==> config.mk <==
export PLATFORM = sky130hd
export DESIGN_NAME = pt_walker
export DESIGN_NICKNAME = d
export VERILOG_FILES = /design/src/rtl/ptw_pkg.sv /design/src/rtl/ptw_addr_gen.sv /design/src/rtl/ptw_pte_decode.sv /design/src/rtl/pt_walker.sv
export SDC_FILE = /design/constraint.sdc
export NUM_CORES = 1
export LEC_CHECK = 0
export ABC_AREA = 1
export BUFFER_PORTS_ARGS = -buffer_cell sky130_fd_sc_hd__buf_2
export CORE_ASPECT_RATIO = 2
export CORE_MARGIN = 10
export CORE_UTILIZATION = 59
export CTS_CLUSTER_DIAMETER = 80
export CTS_CLUSTER_SIZE = 30
export DETAILED_ROUTE_END_ITERATION = 16
export PLACE_DENSITY = 0.87
export SLEW_MARGIN = 20
export SYNTH_ARGS = -nofsm -noshare
export SYNTH_HDL_FRONTEND = slang
export SYNTH_HIERARCHICAL = 1
export SYNTH_SLANG_ARGS = --single-unit
export TNS_END_PERCENT = 5
==> constraint.sdc <==
create_clock -name clk -period 5.8 [get_ports clk]
set_clock_uncertainty 0.2 [all_clocks]
set_input_delay 0.58 -clock clk [delete_from_list [all_inputs] [get_ports clk]]
set_output_delay 0.58 -clock clk [all_outputs]
set_load 0.05 [all_outputs]
==> src/rtl/ptw_pkg.sv <==
package ptw_pkg;
  typedef enum logic [1:0] {
    W_IDLE = 2'd0,
    W_REQ  = 2'd1,
    W_WAIT = 2'd2,
    W_DONE = 2'd3
  } walk_state_t;

  localparam int ENT_SHIFT = 2;  // 4-byte entries
  localparam int LEVELS    = 2;
endpackage

==> src/rtl/ptw_addr_gen.sv <==
module ptw_addr_gen #(
  parameter int ADDR_W = 32,
  parameter int IDX_W  = 10,
  parameter int SHIFT  = 2
) (
  input  logic [ADDR_W-1:0] base,
  input  logic [IDX_W-1:0]  idx,
  output logic [ADDR_W-1:0] addr
);
  localparam int OFS_W = IDX_W + SHIFT;
  logic [OFS_W-1:0] byte_ofs;

  assign byte_ofs = {idx, {SHIFT{1'b0}}};
  assign addr     = base + ADDR_W'(byte_ofs);
endmodule

==> src/rtl/ptw_pte_decode.sv <==
module ptw_pte_decode #(
  parameter int DATA_W = 32,
  parameter int OFF_W  = 12,
  parameter int RPN_W  = 14,
  parameter int PERM_W = 4
) (
  input  logic [DATA_W-1:0] entry,
  output logic              valid,
  output logic              dirty,
  output logic [PERM_W-1:0] perm,
  output logic [RPN_W-1:0]  rpn,
  output logic [DATA_W-1:0] next_base
);
  localparam logic [DATA_W-1:0] BASE_MASK = {{(DATA_W-OFF_W){1'b1}}, {OFF_W{1'b0}}};

  assign valid     = entry[0];
  assign dirty     = entry[1];
  assign perm      = entry[2 +: PERM_W];
  assign rpn       = entry[OFF_W +: RPN_W];
  assign next_base = entry & BASE_MASK;
endmodule

==> src/rtl/pt_walker.sv <==
module pt_walker #(
  parameter int VA_W   = 32,
  parameter int PA_W   = 26,
  parameter int OFF_W  = 12,
  parameter int IDX_W  = 10,
  parameter int ADDR_W = 32,
  parameter int PERM_W = 4
) (
  input  logic              clk,
  input  logic              rst,
  input  logic              req_valid,
  output logic              req_ready,
  input  logic [VA_W-1:0]   req_vaddr,
  input  logic [ADDR_W-1:0] req_root,
  output logic              busy,
  output logic              mem_req_valid,
  input  logic              mem_req_ready,
  output logic [ADDR_W-1:0] mem_req_addr,
  input  logic              mem_rsp_valid,
  input  logic [ADDR_W-1:0] mem_rsp_data,
  output logic              rsp_valid,
  output logic              rsp_fault,
  output logic              rsp_fault_level,
  output logic [PA_W-1:0]   rsp_paddr,
  output logic              rsp_dirty,
  output logic [PERM_W-1:0] rsp_perm
);
  import ptw_pkg::*;

  localparam int RPN_W = PA_W - OFF_W;
  localparam int KEEP_W = OFF_W + IDX_W;  // low part of VA kept for level 2

  walk_state_t       state;
  logic              lvl;
  logic [KEEP_W-1:0] vaddr_q;

  logic              pte_valid, pte_dirty;
  logic [PERM_W-1:0] pte_perm;
  logic [RPN_W-1:0]  pte_rpn;
  logic [ADDR_W-1:0] pte_next_base;

  logic [ADDR_W-1:0] lvl_base [LEVELS];
  logic [IDX_W-1:0]  lvl_idx  [LEVELS];
  logic [ADDR_W-1:0] lvl_addr [LEVELS];

  assign lvl_base[0] = req_root;
  assign lvl_idx[0]  = req_vaddr[VA_W-1 -: IDX_W];
  assign lvl_base[1] = pte_next_base;
  assign lvl_idx[1]  = vaddr_q[OFF_W +: IDX_W];

  for (genvar g = 0; g < LEVELS; g++) begin : g_lvl
    ptw_addr_gen #(.ADDR_W(ADDR_W), .IDX_W(IDX_W), .SHIFT(ENT_SHIFT)) u_addr (
      .base(lvl_base[g]),
      .idx (lvl_idx[g]),
      .addr(lvl_addr[g])
    );
  end

  ptw_pte_decode #(.DATA_W(ADDR_W), .OFF_W(OFF_W), .RPN_W(RPN_W), .PERM_W(PERM_W)) u_dec (
    .entry    (mem_rsp_data),
    .valid    (pte_valid),
    .dirty    (pte_dirty),
    .perm     (pte_perm),
    .rpn      (pte_rpn),
    .next_base(pte_next_base)
  );

  assign req_ready     = (state == W_IDLE);
  assign busy          = (state != W_IDLE);
  assign mem_req_valid = (state == W_REQ);
  assign rsp_valid     = (state == W_DONE);

  always_ff @(posedge clk) begin
    if (rst) begin
      state           <= W_IDLE;
      lvl             <= 1'b0;
      vaddr_q         <= '0;
      mem_req_addr    <= '0;
      rsp_fault       <= 1'b0;
      rsp_fault_level <= 1'b0;
      rsp_paddr       <= '0;
      rsp_dirty       <= 1'b0;
      rsp_perm        <= '0;
    end else begin
      case (state)
        W_IDLE: if (req_valid) begin
          vaddr_q      <= req_vaddr[KEEP_W-1:0];
          mem_req_addr <= lvl_addr[0];
          lvl          <= 1'b0;
          state        <= W_REQ;
        end
        W_REQ: if (mem_req_ready) state <= W_WAIT;
        W_WAIT: if (mem_rsp_valid) begin
          if (!pte_valid) begin
            rsp_fault       <= 1'b1;
            rsp_fault_level <= lvl;
            rsp_paddr       <= '0;
            rsp_dirty       <= 1'b0;
            rsp_perm        <= '0;
            state           <= W_DONE;
          end else if (!lvl) begin
            mem_req_addr <= lvl_addr[1];
            lvl          <= 1'b1;
            state        <= W_REQ;
          end else begin
            rsp_fault       <= 1'b0;
            rsp_fault_level <= 1'b0;
            rsp_paddr       <= {pte_rpn, vaddr_q[OFF_W-1:0]};
            rsp_dirty       <= pte_dirty;
            rsp_perm        <= pte_perm;
            state           <= W_DONE;
          end
        end
        default: state <= W_IDLE;
      endcase
    end
  end

  // Memory request held steady while stalled
  assert_req_hold_R7: assert property (@(posedge clk) disable iff (rst)
    mem_req_valid && !mem_req_ready |=> mem_req_valid && $stable(mem_req_addr));

  // Response is a single-cycle pulse
  assert_rsp_pulse_R8: assert property (@(posedge clk) disable iff (rst)
    rsp_valid |=> !rsp_valid);

  // Busy through the response cycle, no acceptance meanwhile
  assert_busy_rsp_R6: assert property (@(posedge clk) disable iff (rst)
    rsp_valid |-> busy && !req_ready);

  assert_accept_busy_R6: assert property (@(posedge clk) disable iff (rst)
    req_valid && req_ready |=> busy && !rsp_valid);

  // A fault carries no physical address
  assert_fault_nopa_R4: assert property (@(posedge clk) disable iff (rst)
    rsp_valid && rsp_fault |-> rsp_paddr == '0 && !rsp_dirty);

  // Offset passes through on success
  assert_offset_R3: assert property (@(posedge clk) disable iff (rst)
    rsp_valid && !rsp_fault |-> rsp_paddr[OFF_W-1:0] == vaddr_q[OFF_W-1:0]);
endmodule

# == Word-level counts from Yosys, hierarchy flattened ==
# Cells that the tools add are included.
# totals
ff_bits,90
input_bits,101
output_inout_bits,69
elab_cells,52
# op_classes
addsub,2
eq_ne,9
mux,24
n_reduce_logical,8
# op_table
operator,n
32-bit 2-to-1 mux,4
32-bit by 12-bit adder with 32-bit output,2
32-bit one-hot mux with 2 select lines,1
26-bit 2-to-1 mux,2
2-bit 2-to-1 mux,5
1-bit 2-to-1 mux,8
4-bit 2-to-1 mux,2
2-bit != test (second input constant),4
2-bit one-hot mux with 3 select lines,1
3-bit AND reduction,2
5-bit AND reduction,1
2-bit equality test (second input constant),2
2-bit by 1-bit != test with 1-bit output (second input constant),2
4-bit AND reduction,1
2-bit nonzero test,2
2-bit by 1-bit equality test with 1-bit output (second input constant),1
2-bit logical NOT,1
1-bit one-hot mux with 2 select lines,1
2-bit AND reduction,1

# == Depth between registers and ports, before layout ==
# logic_depth
word_depth,5
depth_mapped,16
ltp_nobuf,16

# == Modules after synthesis ==
# The synthesis kept the hierarchy.
# by_module_without_submodules
mod,n_inst,cells_each,area_each_um2,seq_area_each_um2
pt_walker,1,614,3986.3,1801.7
ptw_addr_gen (g_lvl[0].u_addr),1,275,1357.6,0.0
ptw_addr_gen (g_lvl[1].u_addr),1,257,1348.8,0.0
ptw_pte_decode,1,53,394.1,0.0

# == Worst setup path before layout ==
# No wires, ideal clock.
# synth_path
path_type,input-to-reg
start,input port req_root[2]
end,register mem_req_addr[18]
setup_ns,0.113
arrival_time_ns,2.020
required_time_ns,5.487
setup_slack_ns,3.467
stages,15
cell_sequence,ha_1 > inv_1 > fa_1 > inv_1 > nand3_1 > nand3_1 > nand3_1 > nand3_2 > nand2_1 > nand2_1 > nand2_1 > nand2_1 > nand2_1 > nor2_1 > nor2_1
# synth_lines
element,line,rtl
from (decl),pt_walker.sv:14,"input logic [ADDR_W-1:0] req_root,"
to (signal assigned),pt_walker.sv:88,mem_req_addr <= lvl_addr[0];
to (signal assigned),pt_walker.sv:102,mem_req_addr <= lvl_addr[1];
to (decl),pt_walker.sv:18,"output logic [ADDR_W-1:0] mem_req_addr,"

# == Final worst setup path ==
# layout_path
start,input port mem_rsp_data[0]
end,register rsp_paddr[7]
# layout_between
elab_chain_len,2
# layout_rtl
element,line,rtl
from (decl),pt_walker.sv:20,"input logic [ADDR_W-1:0] mem_rsp_data,"
2-bit by 1-bit != test with 1-bit output (no source line),n/a,
3-bit AND reduction (no source line),n/a,
to (signal assigned),pt_walker.sv:108,"rsp_paddr <= {pte_rpn, vaddr_q[OFF_W-1:0]};"
to (decl),pt_walker.sv:24,"output logic [PA_W-1:0] rsp_paddr,"
# Parallel ways exist; a longest one is shown, timed or not.
# A chain may end at the register's enable or synchronous reset.

==> results.yml <==
run_status:
  status: "finished clean"
timing:
  slew_headroom: 0.381
  rsz0062_at_grt: "no"
  tightestPinTransition_ps: 927
  setup_violations: 0
  slew_violations: 0
  fin_crit_ps: 2490
  fin_hold_ws_ps: 241
  finalCritPeriodShare: 0.429
  fmax_ghz: 0.402
  hold_viol_final: 0
  finalSetupTns_ps: 0
drt:
  ant_nets: 0
  wl_per_cell_um: 13.8
  drt_wl_total_um: 19900
  num_vias: 7219
  viasPerCell: 5.01
  drtIter0Drc: 342
  drc_errors: 0
  firstDrtPassIters: 6
placed_design:
  port_buffers: 163
  dp_cells: 1426
  gp_congestion: 0.967
  dpl.hpwl_um: 16100
power_and_ir_drop:
  power.density_nw_per_um2: 291
  p_seq_frac: 0.334
  switchingPower_uw: 1000
  power.leakage_uw: 0.00441
  p_sw_frac: 0.443
  worst_ir_drop_vdd_mv: 0.214
  comb_power_share: 0.406
  p_int_uw: 1260
  clock_power_share: 0.260
layout:
  final_cell_mix: "nand2_1 (452), nor2_1 (181), buf_2 (163), inv_1 (124), dfxtp_1 (90)"
  final_common_cell: "nand2_1"
  area_growth_pct: 10.0
  post-route-util: 0.662
  antennaDiodeCount: 0
  finalNonFillerCells: 1442
  drive_above_1_share: 0.183
  final_nets: 1415
min_path:
  min_path_type: "primary input to flop"
flow_run:
  max-cap-violations: 0
cts:
  ctsResizeCount: 0
  cts.path.max_buffers: 2
  cts-root-buf: "clkbuf_16"
  cts_max_level: 3
  cts-buffers-inserted: 9
  tritoncts: "yes"
  clk_pin_slew_ps: 80
  cts_post_setup_buffers_inserted: 0
  clock_sinks: 90
  clkLatencyLatePin_ps: 350
  hold_buffers: 0
synthesis:
  synth_area_um2: 7090
  yosysUniqueCellTypes: 41
  ys_ff_latch: 90
  yosys_warnings: 6
  syn_area_per_cell_um2: 5.91
  netlist_instances: 1199
  synth_top_area_frac: 0.254
  yosysSeqAreaShare: 0.254
  synthTopCellsByArea: "dfxtp_1 (25%), nand2_1 (24%), nor2_1 (9.6%)"
  yosysTopAreaCell: "dfxtp_1"
floorplanning:
  initial_utilization: 0.602
  die_h_um: 175
  die_w_um: 97.5
  num_io_pins: 170
  design.die.area_um2: 17100
  fp-row-count: 56
  core_area_um2: 11800
global_route:
  grt_pass1_vias: 7144
  antenna_found_initial: 0
  grt-ovfl-total: 0
  track_usage: 0.226
  grt_pass1_wl_um: 32400
  grt_max_degree: 65
worst_setup_path:
  arrival_ps: 2510
  path_max_fanout: 63
  worstSetupStartpointType: "primary input"
  worstPathRequired_ps: 5820
  crit_type: "primary input to flop"
  cp-end-kind: "flop"
  rrSetupSlack_ps: 3360
## Yosys cell counts (all sizes together)
cell type and number:
nor3b 1, inv 131, a31oi 1, dfxtp 90
buf 80, ha 20, o21bai 1, xor2 25
xnor2 1, nand4 13, fa 2, nand2 470
conb 1, and2 3, or2 1, nand3 58
nor2 192, nor3 12, clkbuf 13, clkinv 2
o21ai 55, a21boi 2, a21oi 12, nand3b 13
## layer usage
layer	wire, µm	global-route usage
met1	7200	0.209
met2	10600	0.431
met3	1070	0.0510
met4	1020	0.132
met5	0	0
## kinds of logic after synthesis
| family | synth area share |
|---|---|
| other | 0.000529 |
| flip-flops | 0.254 |
| adder cells (fa/ha/maj) | 0.0410 |
| XOR/XNOR | 0.0321 |
| buffers and inverters | 0.161 |
| AND/OR/NAND/NOR | 0.459 |
| AO/OA/AOI/OAI | 0.0524 |
## power groups by stage
stage	sequential (µW)	combinational, µW	clock (µW)
after floorplan	984	534	0
after global placement	769	894	0
after global routing	769	1020	626
after detailed placement	772	908	0
final	759	922	589
after CTS	758	913	596
## final cells by class
| cell class | count | area (µm²) |
|---|---|---|
| multi-input combinational | 894 | 4180 |
| fill | 1186 | 3970 |
| sequential | 90 | 1800 |
| timing repair buffer | 164 | 823 |
| inverter | 133 | 500 |
| clock buffer | 9 | 225 |
| tap | 145 | 181 |
| clock inverter | 7 | 81.3 |
## critical path, cell delays in order
cell	delay (ps)
buf_2	480
nand2_1	220
nand3_2	150
clkinv_2	580
o21ai_0	410
nor2_1	70
## metrics by stage
stage               instance area, µm²  setup WS, ps  power, µW
finish                            7800          3310       2270
detailed placement                7490          2940       1680
global placement                  7490          2970       1660
CTS                               7800          3300       2270
global route                      7800          2990       2410
floorplan                         7130          3470       1520
## sequential cells by signal, summed over array words and instances (netlist names)
register,cells
mem_req_addr,32
rsp_paddr,26
vaddr_q,22
rsp_perm,4
state,2
lvl,1
rsp_dirty,1
rsp_fault,1
rsp_fault_level,1
## final timing paths
| path | cells past startpoint | end | startpoint |
|---|---|---|---|
| max | 6 | rsp_paddr[7] | mem_rsp_data[0] |
| min | 3 | vaddr_q[17] | req_vaddr[17] |
| max reg2reg | 6 | vaddr_q[0] | state[0] |
| min reg2reg | 2 | rsp_fault | rsp_fault |
Note: power is estimated with default switching activity, not from simulation.
